--- src/rtl/cwb_pkg.sv ---
package cwb_pkg;
  parameter int unsigned DATA_W = 32;
  localparam int unsigned BE_W = DATA_W / 8;

  typedef logic [DATA_W-1:0] word_t;
  typedef logic [BE_W-1:0]   be_t;

  // Replace the bytes of base selected by be with those of upd.
  function automatic word_t merge_bytes(word_t base, word_t upd, be_t be);
    word_t r;
    r = base;
    for (int i = 0; i < int'(BE_W); i++)
      if (be[i]) r[8*i +: 8] = upd[8*i +: 8];
    return r;
  endfunction
endpackage

--- src/rtl/cwb_tag_store.sv ---
module cwb_tag_store #(
  parameter int IDX_W = 4,
  parameter int TAG_W = 4
) (
  input  logic             clk,
  input  logic             rst_n,
  input  logic [IDX_W-1:0] lk_idx,
  input  logic [TAG_W-1:0] lk_tag,
  output logic             lk_hit,
  input  logic             inv_en,
  input  logic [IDX_W-1:0] inv_idx,
  input  logic             set_en,
  input  logic [IDX_W-1:0] set_idx,
  input  logic [TAG_W-1:0] set_tag
);
  localparam int LINES = 1 << IDX_W;

  logic [LINES-1:0] vld;
  logic [TAG_W-1:0] tags [LINES];

  always_ff @(posedge clk) begin
    if (!rst_n) vld <= '0;
    else begin
      if (inv_en) vld[inv_idx] <= 1'b0;
      if (set_en) vld[set_idx] <= 1'b1;
    end
  end

  always_ff @(posedge clk)
    if (set_en) tags[set_idx] <= set_tag;

  assign lk_hit = vld[lk_idx] && (tags[lk_idx] == lk_tag);

  // a completed refill leaves its line valid
  a_r3_fill_sets_valid: assert property (@(posedge clk) disable iff (!rst_n)
    set_en |=> vld[$past(set_idx)]);
endmodule

--- src/rtl/cwb_data_store.sv ---
module cwb_data_store
  import cwb_pkg::*;
#(
  parameter int AW = 6
) (
  input  logic          clk,
  input  logic [AW-1:0] rd_addr,
  output word_t         rd_data,
  input  logic          we,
  input  logic [AW-1:0] waddr,
  input  word_t         wdata,
  input  be_t           wbe
);
  localparam int DEPTH = 1 << AW;

  word_t words [DEPTH];

  always_ff @(posedge clk)
    if (we) words[waddr] <= merge_bytes(words[waddr], wdata, wbe);

  assign rd_data = words[rd_addr];
endmodule

--- src/rtl/cwb_delay_wr.sv ---
module cwb_delay_wr
  import cwb_pkg::*;
#(
  parameter int AW = 10
) (
  input  logic          clk,
  input  logic          rst_n,
  input  logic          cap_en,
  input  logic [AW-1:0] cap_addr,
  input  word_t         cap_data,
  input  be_t           cap_be,
  input  logic          drop_en,
  input  logic [AW-1:0] lk_addr,
  output logic          vld,
  output logic [AW-1:0] addr,
  output word_t         data,
  output be_t           be,
  output logic          lk_match
);
  always_ff @(posedge clk) begin
    if (!rst_n) vld <= 1'b0;
    else if (cap_en) vld <= 1'b1;
    else if (drop_en) vld <= 1'b0;
  end

  always_ff @(posedge clk)
    if (cap_en) begin
      addr <= cap_addr;
      data <= cap_data;
      be   <= cap_be;
    end

  assign lk_match = vld && (addr == lk_addr);

  // the slot only fills from a store that hit
  a_r4_capture_on_hit: assert property (@(posedge clk) disable iff (!rst_n)
    $rose(vld) |-> $past(cap_en));
endmodule

--- src/rtl/dstore_cache.sv ---
module dstore_cache
  import cwb_pkg::*;
#(
  parameter int ADDR_W = 10,
  parameter int IDX_W  = 4,
  parameter int OFF_W  = 2
) (
  input  logic                    clk,
  input  logic                    rst_n,
  input  logic                    req_valid,
  input  logic                    req_store,
  input  logic [ADDR_W-1:0]       req_addr,
  input  logic [DATA_W-1:0]       req_wdata,
  input  logic [DATA_W/8-1:0]     req_be,
  output logic                    resp_hit,
  output logic [DATA_W-1:0]       resp_rdata,
  output logic                    busy,
  output logic                    mem_wr_valid,
  output logic [ADDR_W-1:0]       mem_wr_addr,
  output logic [DATA_W-1:0]       mem_wr_data,
  output logic [DATA_W/8-1:0]     mem_wr_be,
  output logic                    mem_rd_req,
  output logic [ADDR_W-OFF_W-1:0] mem_rd_line,
  input  logic                    mem_rd_valid,
  input  logic [DATA_W-1:0]       mem_rd_data
);
  localparam int TAG_W  = ADDR_W - IDX_W - OFF_W;
  localparam int LINE_W = ADDR_W - OFF_W;

  // request fields
  logic [IDX_W-1:0] rq_idx;
  logic [TAG_W-1:0] rq_tag;
  assign rq_idx = req_addr[OFF_W +: IDX_W];
  assign rq_tag = req_addr[ADDR_W-1 -: TAG_W];

  // refill state
  logic              filling;
  logic [LINE_W-1:0] fill_line;
  logic [OFF_W-1:0]  fill_cnt;
  logic              fill_we, fill_last;

  // named internal events
  logic tag_hit, accept, ld_miss, st_hit, st_miss, commit_we, drop_en;
  logic pend_vld, byp_match;
  logic [ADDR_W-1:0] pend_addr;
  word_t pend_data, arr_rd, arr_wdata;
  be_t   pend_be, arr_wbe;
  logic  [ADDR_W-1:0] arr_waddr;

  assign accept  = req_valid && !filling;
  assign ld_miss = accept && !req_store && !tag_hit;
  assign st_hit  = accept && req_store && tag_hit;
  assign st_miss = accept && req_store && !tag_hit;
  assign commit_we = st_hit && pend_vld;
  assign drop_en = ld_miss && pend_vld && (pend_addr[OFF_W +: IDX_W] == rq_idx);
  assign fill_we   = filling && mem_rd_valid;
  assign fill_last = fill_we && (&fill_cnt);

  always_ff @(posedge clk) begin
    if (!rst_n) begin
      filling  <= 1'b0;
      fill_cnt <= '0;
    end else if (ld_miss) begin
      filling  <= 1'b1;
      fill_cnt <= '0;
    end else if (fill_we) begin
      fill_cnt <= fill_cnt + 1'b1;
      if (fill_last) filling <= 1'b0;
    end
  end

  always_ff @(posedge clk)
    if (ld_miss) fill_line <= req_addr[ADDR_W-1:OFF_W];

  cwb_tag_store #(.IDX_W(IDX_W), .TAG_W(TAG_W)) u_tags (
    .clk(clk), .rst_n(rst_n),
    .lk_idx(rq_idx), .lk_tag(rq_tag), .lk_hit(tag_hit),
    .inv_en(ld_miss), .inv_idx(rq_idx),
    .set_en(fill_last), .set_idx(fill_line[IDX_W-1:0]),
    .set_tag(fill_line[LINE_W-1:IDX_W])
  );

  // array write: refill beat or the deferred store's commit
  always_comb begin
    if (fill_we) begin
      arr_waddr = {fill_line[IDX_W-1:0], fill_cnt};
      arr_wdata = mem_rd_data;
      arr_wbe   = '1;
    end else begin
      arr_waddr = pend_addr;
      arr_wdata = pend_data;
      arr_wbe   = pend_be;
    end
  end

  cwb_data_store #(.AW(IDX_W + OFF_W)) u_data (
    .clk(clk),
    .rd_addr(req_addr[IDX_W+OFF_W-1:0]), .rd_data(arr_rd),
    .we(fill_we || commit_we),
    .waddr(arr_waddr[IDX_W+OFF_W-1:0]),
    .wdata(arr_wdata), .wbe(arr_wbe)
  );

  cwb_delay_wr #(.AW(ADDR_W)) u_pend (
    .clk(clk), .rst_n(rst_n),
    .cap_en(st_hit), .cap_addr(req_addr), .cap_data(req_wdata), .cap_be(req_be),
    .drop_en(drop_en), .lk_addr(req_addr),
    .vld(pend_vld), .addr(pend_addr), .data(pend_data), .be(pend_be),
    .lk_match(byp_match)
  );

  assign resp_hit   = accept && tag_hit;
  assign resp_rdata = byp_match ? merge_bytes(arr_rd, pend_data, pend_be) : arr_rd;
  assign busy       = filling;

  assign mem_wr_valid = accept && req_store;
  assign mem_wr_addr  = req_addr;
  assign mem_wr_data  = req_wdata;
  assign mem_wr_be    = req_be;
  assign mem_rd_req   = filling;
  assign mem_rd_line  = fill_line;

  // a load miss starts the refill in the next cycle
  a_r3_busy_after_miss: assert property (@(posedge clk) disable iff (!rst_n)
    ld_miss |=> (busy && mem_rd_req));
  // a refill of the parked store's line empties the slot
  a_r9_drop_pending: assert property (@(posedge clk) disable iff (!rst_n)
    drop_en |=> !pend_vld);
  // a store miss leaves the parked store untouched
  a_r7_miss_keeps_pending: assert property (@(posedge clk) disable iff (!rst_n)
    st_miss |=> ($stable(pend_vld) && $stable(pend_addr)));
  // during a refill the slot does not change
  a_r10_busy_freezes_slot: assert property (@(posedge clk) disable iff (!rst_n)
    (busy && $past(busy)) |-> ($stable(pend_vld) && $stable(pend_addr)));
  // no store leaves the block while busy
  a_r10_no_write_busy: assert property (@(posedge clk) disable iff (!rst_n)
    busy |-> !mem_wr_valid);
endmodule

--- config.mk ---
export PLATFORM = sky130hd
export DESIGN_NAME = dstore_cache
export DESIGN_NICKNAME = d
export VERILOG_FILES = /design/src/rtl/cwb_pkg.sv /design/src/rtl/cwb_tag_store.sv /design/src/rtl/cwb_data_store.sv /design/src/rtl/cwb_delay_wr.sv /design/src/rtl/dstore_cache.sv
export SDC_FILE = /design/constraint.sdc
export NUM_CORES = 2
export LEC_CHECK = 0
export BUFFER_PORTS_ARGS = -buffer_cell sky130_fd_sc_hd__buf_2
export CORE_ASPECT_RATIO = 1.25
export CORE_MARGIN = 10
export CORE_UTILIZATION = 55
export CTS_BUF_LIST = sky130_fd_sc_hd__clkbuf_8
export CTS_CLUSTER_SIZE = 10
export DETAILED_ROUTE_END_ITERATION = 6
export HOLD_SLACK_MARGIN = 0.1
export PLACE_DENSITY = 0.71
export SLEW_MARGIN = 20
export SYNTH_ARGS = -nofsm -noshare
export SYNTH_HDL_FRONTEND = slang
export SYNTH_HIERARCHICAL = 1
export SYNTH_SLANG_ARGS = --single-unit
--- constraint.sdc ---
create_clock -name clk -period 6.6 [get_ports clk]
set_clock_uncertainty 0.2 [all_clocks]
set_input_delay 0.99 -clock clk [delete_from_list [all_inputs] [get_ports clk]]
set_output_delay 0.99 -clock clk [all_outputs]
set_load 0.05 [all_outputs]
==> results.md <==
- Crit. End Element: output port
- Final instance area: 97100 µm²
- Clock Latency Late Sink: 1040 ps
- CP arrival: 4590 ps
- Die area: 172000 µm²
- Placed Area: 90600 µm²
- Syn Nets: 4055
- R2R cell count: 7
- Initial antenna violation count: 18
- Worst EP required: 5410 ps
- Via density per instance: 6.45
- Finished Layout Cells: 6913
- Crit path time final: 5780 ps
- Routed wire length: 228000 µm
- Max VDD drop: 0.000222 V
- Layer with the highest usage: met2
- Die width: 373 µm
- Largest net degree at the start of global routing: 73
- Top-count cell post-synth: edfxtp_1
- Worst-Margin Slew: 1180 ps
- Max cap viols: 0
- Final #Nets: 4702
- Outcome: finished with violations
- DRT iter0 DRCs: 6216
- DR WL/cell: 33.0 µm
- GP Congestion: 0.875
- Largest family of logic cells by synthesized area: multiplexers
- Via count of the first global-routing pass: 44.8k
- Post-synth top area cell: edfxtp_1
- Sink Count: 2186
- Worst-path clk slew: 60 ps
- DRC: 104
- First-pass GRT wire length: 324000 µm
- Synth cell count leaders: edfxtp_1 (2166), mux4_2 (555), nor2_1 (296)
- Met1 Track Usage GR: 0.342
- Area share of the largest cell type after synthesis: 0.759
- Worst flop-to-flop path startpoint: busy
- All-Layer GR Usage: 0.264
- Yosys warning total: 6
- Post-Syn Instances: 3971
- XOR/XNOR Fraction of Synth Area: 0.00174
- Setup crit start kind: input port
- Cells after DPL: 6273
- Antenna Violating Nets Remaining: 0
- Area grow syn2layout: 13.3%
- Flops & latches, synth: 2186
- Utilization after layout: 0.629
- CTS tree: built
- Core ar.: 155000 µm²
- CTS Buf Count: 338
- H-tree Lvls: 5
- Hold Crit Class: in -> reg
- WHS: 222 ps
- Synth area leaders: edfxtp_1 (76%), mux4_2 (15%), nor2_1 (1.3%)
- Terminus of the critical flop-to-flop path: u_data/words[20][21]
- Met3 usage: 0.0872
- Fin. Hold Viols: 0
- Setup Viol. Count Final: 0
- FP Rows: 161
- Multiplexer share of the synthesized area: 0.171
- Setup slack after layout: 819 ps
- Overall Power: 27.1 mW
- Clock Tree Buf Depth: 4
- Pre-Repair DR Iteration Count: 7
- Register area share after synthesis: 0.763
- Simple-Gate Fraction of Synth Area: 0.0254
- HP Start: req_addr[0]
- Grt met2 use: 0.410
- GRT overflow: 0
- Failing checks: design-rule violations
- Die H: 461 µm
- Layout cells sized above 1: 0.332
- Syn avg cell area: 21.6 µm²
- Initial Utilization: 0.555
- Leak pwr: 31.4 nW
- Post-CTS Setup Inserts: 0
- Main synth FF type: edfxtp_1
- Max-slew violation count: 0
- Maximum clock frequency: 173 MHz
- Post-synthesis compound-gate area fraction: 0.0208
- DP HPWL: 143000 µm
- Io pins: 173
- Port Buffers: 172
- Setup TNS: 0 ps
- Post-synth EDFFs: 2166
- Detailed-route via count: 44.6k
- PwrDens: 279 nW/µm²
- Crit Path Max Fanout: 72
- Crit path from: req_addr[2]
- Root Driver: clkbuf_8
- Crit Path Class: in -> out
- Unique cell type count in the Yosys netlist: 51
- Unrepaired setup endpoints after global routing: false
- Placement Setup Slack: 708 ps
- Slew margin rel.: 0.211
- Period utilization: 0.876
- Fill cells: 10.4k
- Adder-Cell Fraction of Synth Area: 0.000146
- Asr flop ratio synth: 0
- Reg2reg setup slack: 1580 ps
- Cell area after synthesis: 85700 µm²
- CP Capture Point: resp_rdata[8]
[final cells by class]
type | count | area (µm²) | share of cell area
sequential | 2186 | 65400 | 0.674
antenna | 21 | 52.6 | 0.000541
inverter | 1 | 3.75 | 0.0000386
timing repair buffer | 575 | 4250 | 0.0438
tap | 2037 | 2550 | 0.0262
clock inverter | 226 | 1160 | 0.0120
clock buffer | 351 | 4830 | 0.0497
multi-input combinational | 1516 | 18800 | 0.194
[cells by family after synthesis]
logic type | Yosys count
flops | 2186
mux | 744
simple gates | 505
buf+inv | 269
compound gates | 249
xor+xnor | 17
fa+ha+maj | 1
[placed cells by master (no fill, tap or decap), types with 6 or more instances in the layout]
cell / synthesis / layout
mux2i_1: 83 / 83
buf_2: 67 / 167
nor2b_1: 13 / 8
o211ai_1: 19 / 19
nand2b_1: 20 / 20
o21ai_0: 6 / 6
edfxtp_1: 2166 / 2166
clkinv_1: 0 / 85
bufinv_16: 0 / 9
mux2_4: 0 / 7
nor3_1: 25 / 25
nor3b_1: 6 / 6
buf_4: 78 / 345
xnor2_1: 15 / 15
o21a_1: 33 / 33
dlygate4sd3_1: 0 / 42
buf_12: 0 / 16
inv_1: 1 / 83
a221oi_1: 16 / 16
clkinv_2: 0 / 45
a22oi_1: 55 / 55
mux2_2: 64 / 86
nand2_1: 94 / 90
nand3_1: 18 / 18
mux4_2: 555 / 555
o22ai_1: 43 / 43
dfxtp_1: 20 / 20
mux4_1: 8 / 8
clkbuf_8: 1 / 351
a22o_1: 15 / 15
nand3b_1: 6 / 6
o221ai_1: 16 / 16
diode_2: 0 / 21
a21oi_1: 33 / 33
nor2_1: 296 / 294
[layer usage]
| layer | vias to the layer above | share of wire |
|---|---|---|
| met5 | - | 0.0013 |
| met1 | 23300 | 0.36 |
| met4 | 28 | 0.047 |
| met3 | 511 | 0.12 |
| met2 | 2902 | 0.47 |
| li1 | 17900 | - |
[report_power, final]
group          leakage (nW)  internal, mW  switching, mW
Clock                  3.41          5.26           5.05
Sequential             19.6          15.2         0.0129
Combinational          8.41         0.561           1.02
Total                  31.4          21.0           6.08
[worst min-delay path by stage]
stage	endpoint	slack (ps)	depth (start not counted)
floorplan	fill_cnt[1]	250	2
global placement	fill_cnt[1]	270	2
detailed placement	fill_cnt[1]	280	2
CTS	u_pend/addr[0]	130	1
global route	u_pend/addr[0]	170	1
finish	u_pend/addr[0]	220	1
[state kept, by name (all words and copies together) (netlist names)]
register,flops
u_data/words,2048
u_tags/tags,64
u_pend/data,32
u_tags/vld,16
u_pend/addr,10
mem_rd_line,8
u_pend/be,4
fill_cnt,2
busy,1
u_pend/vld,1
[worst max-delay path, stage by stage]
cell	delay, ps
buf_8	580
buf_4	730
mux4_2	340
mux2i_1	70
a221oi_1	700
o22ai_1	180
nor2_1	350
mux2_2	240
buf_2	260
[repair_timing]
action / CTS / global route
hold buffers: 42 / 0
resized for setup: 0 / 0
hold endpoints to repair: 51 / 0
(Power assumes the default switching activity.)
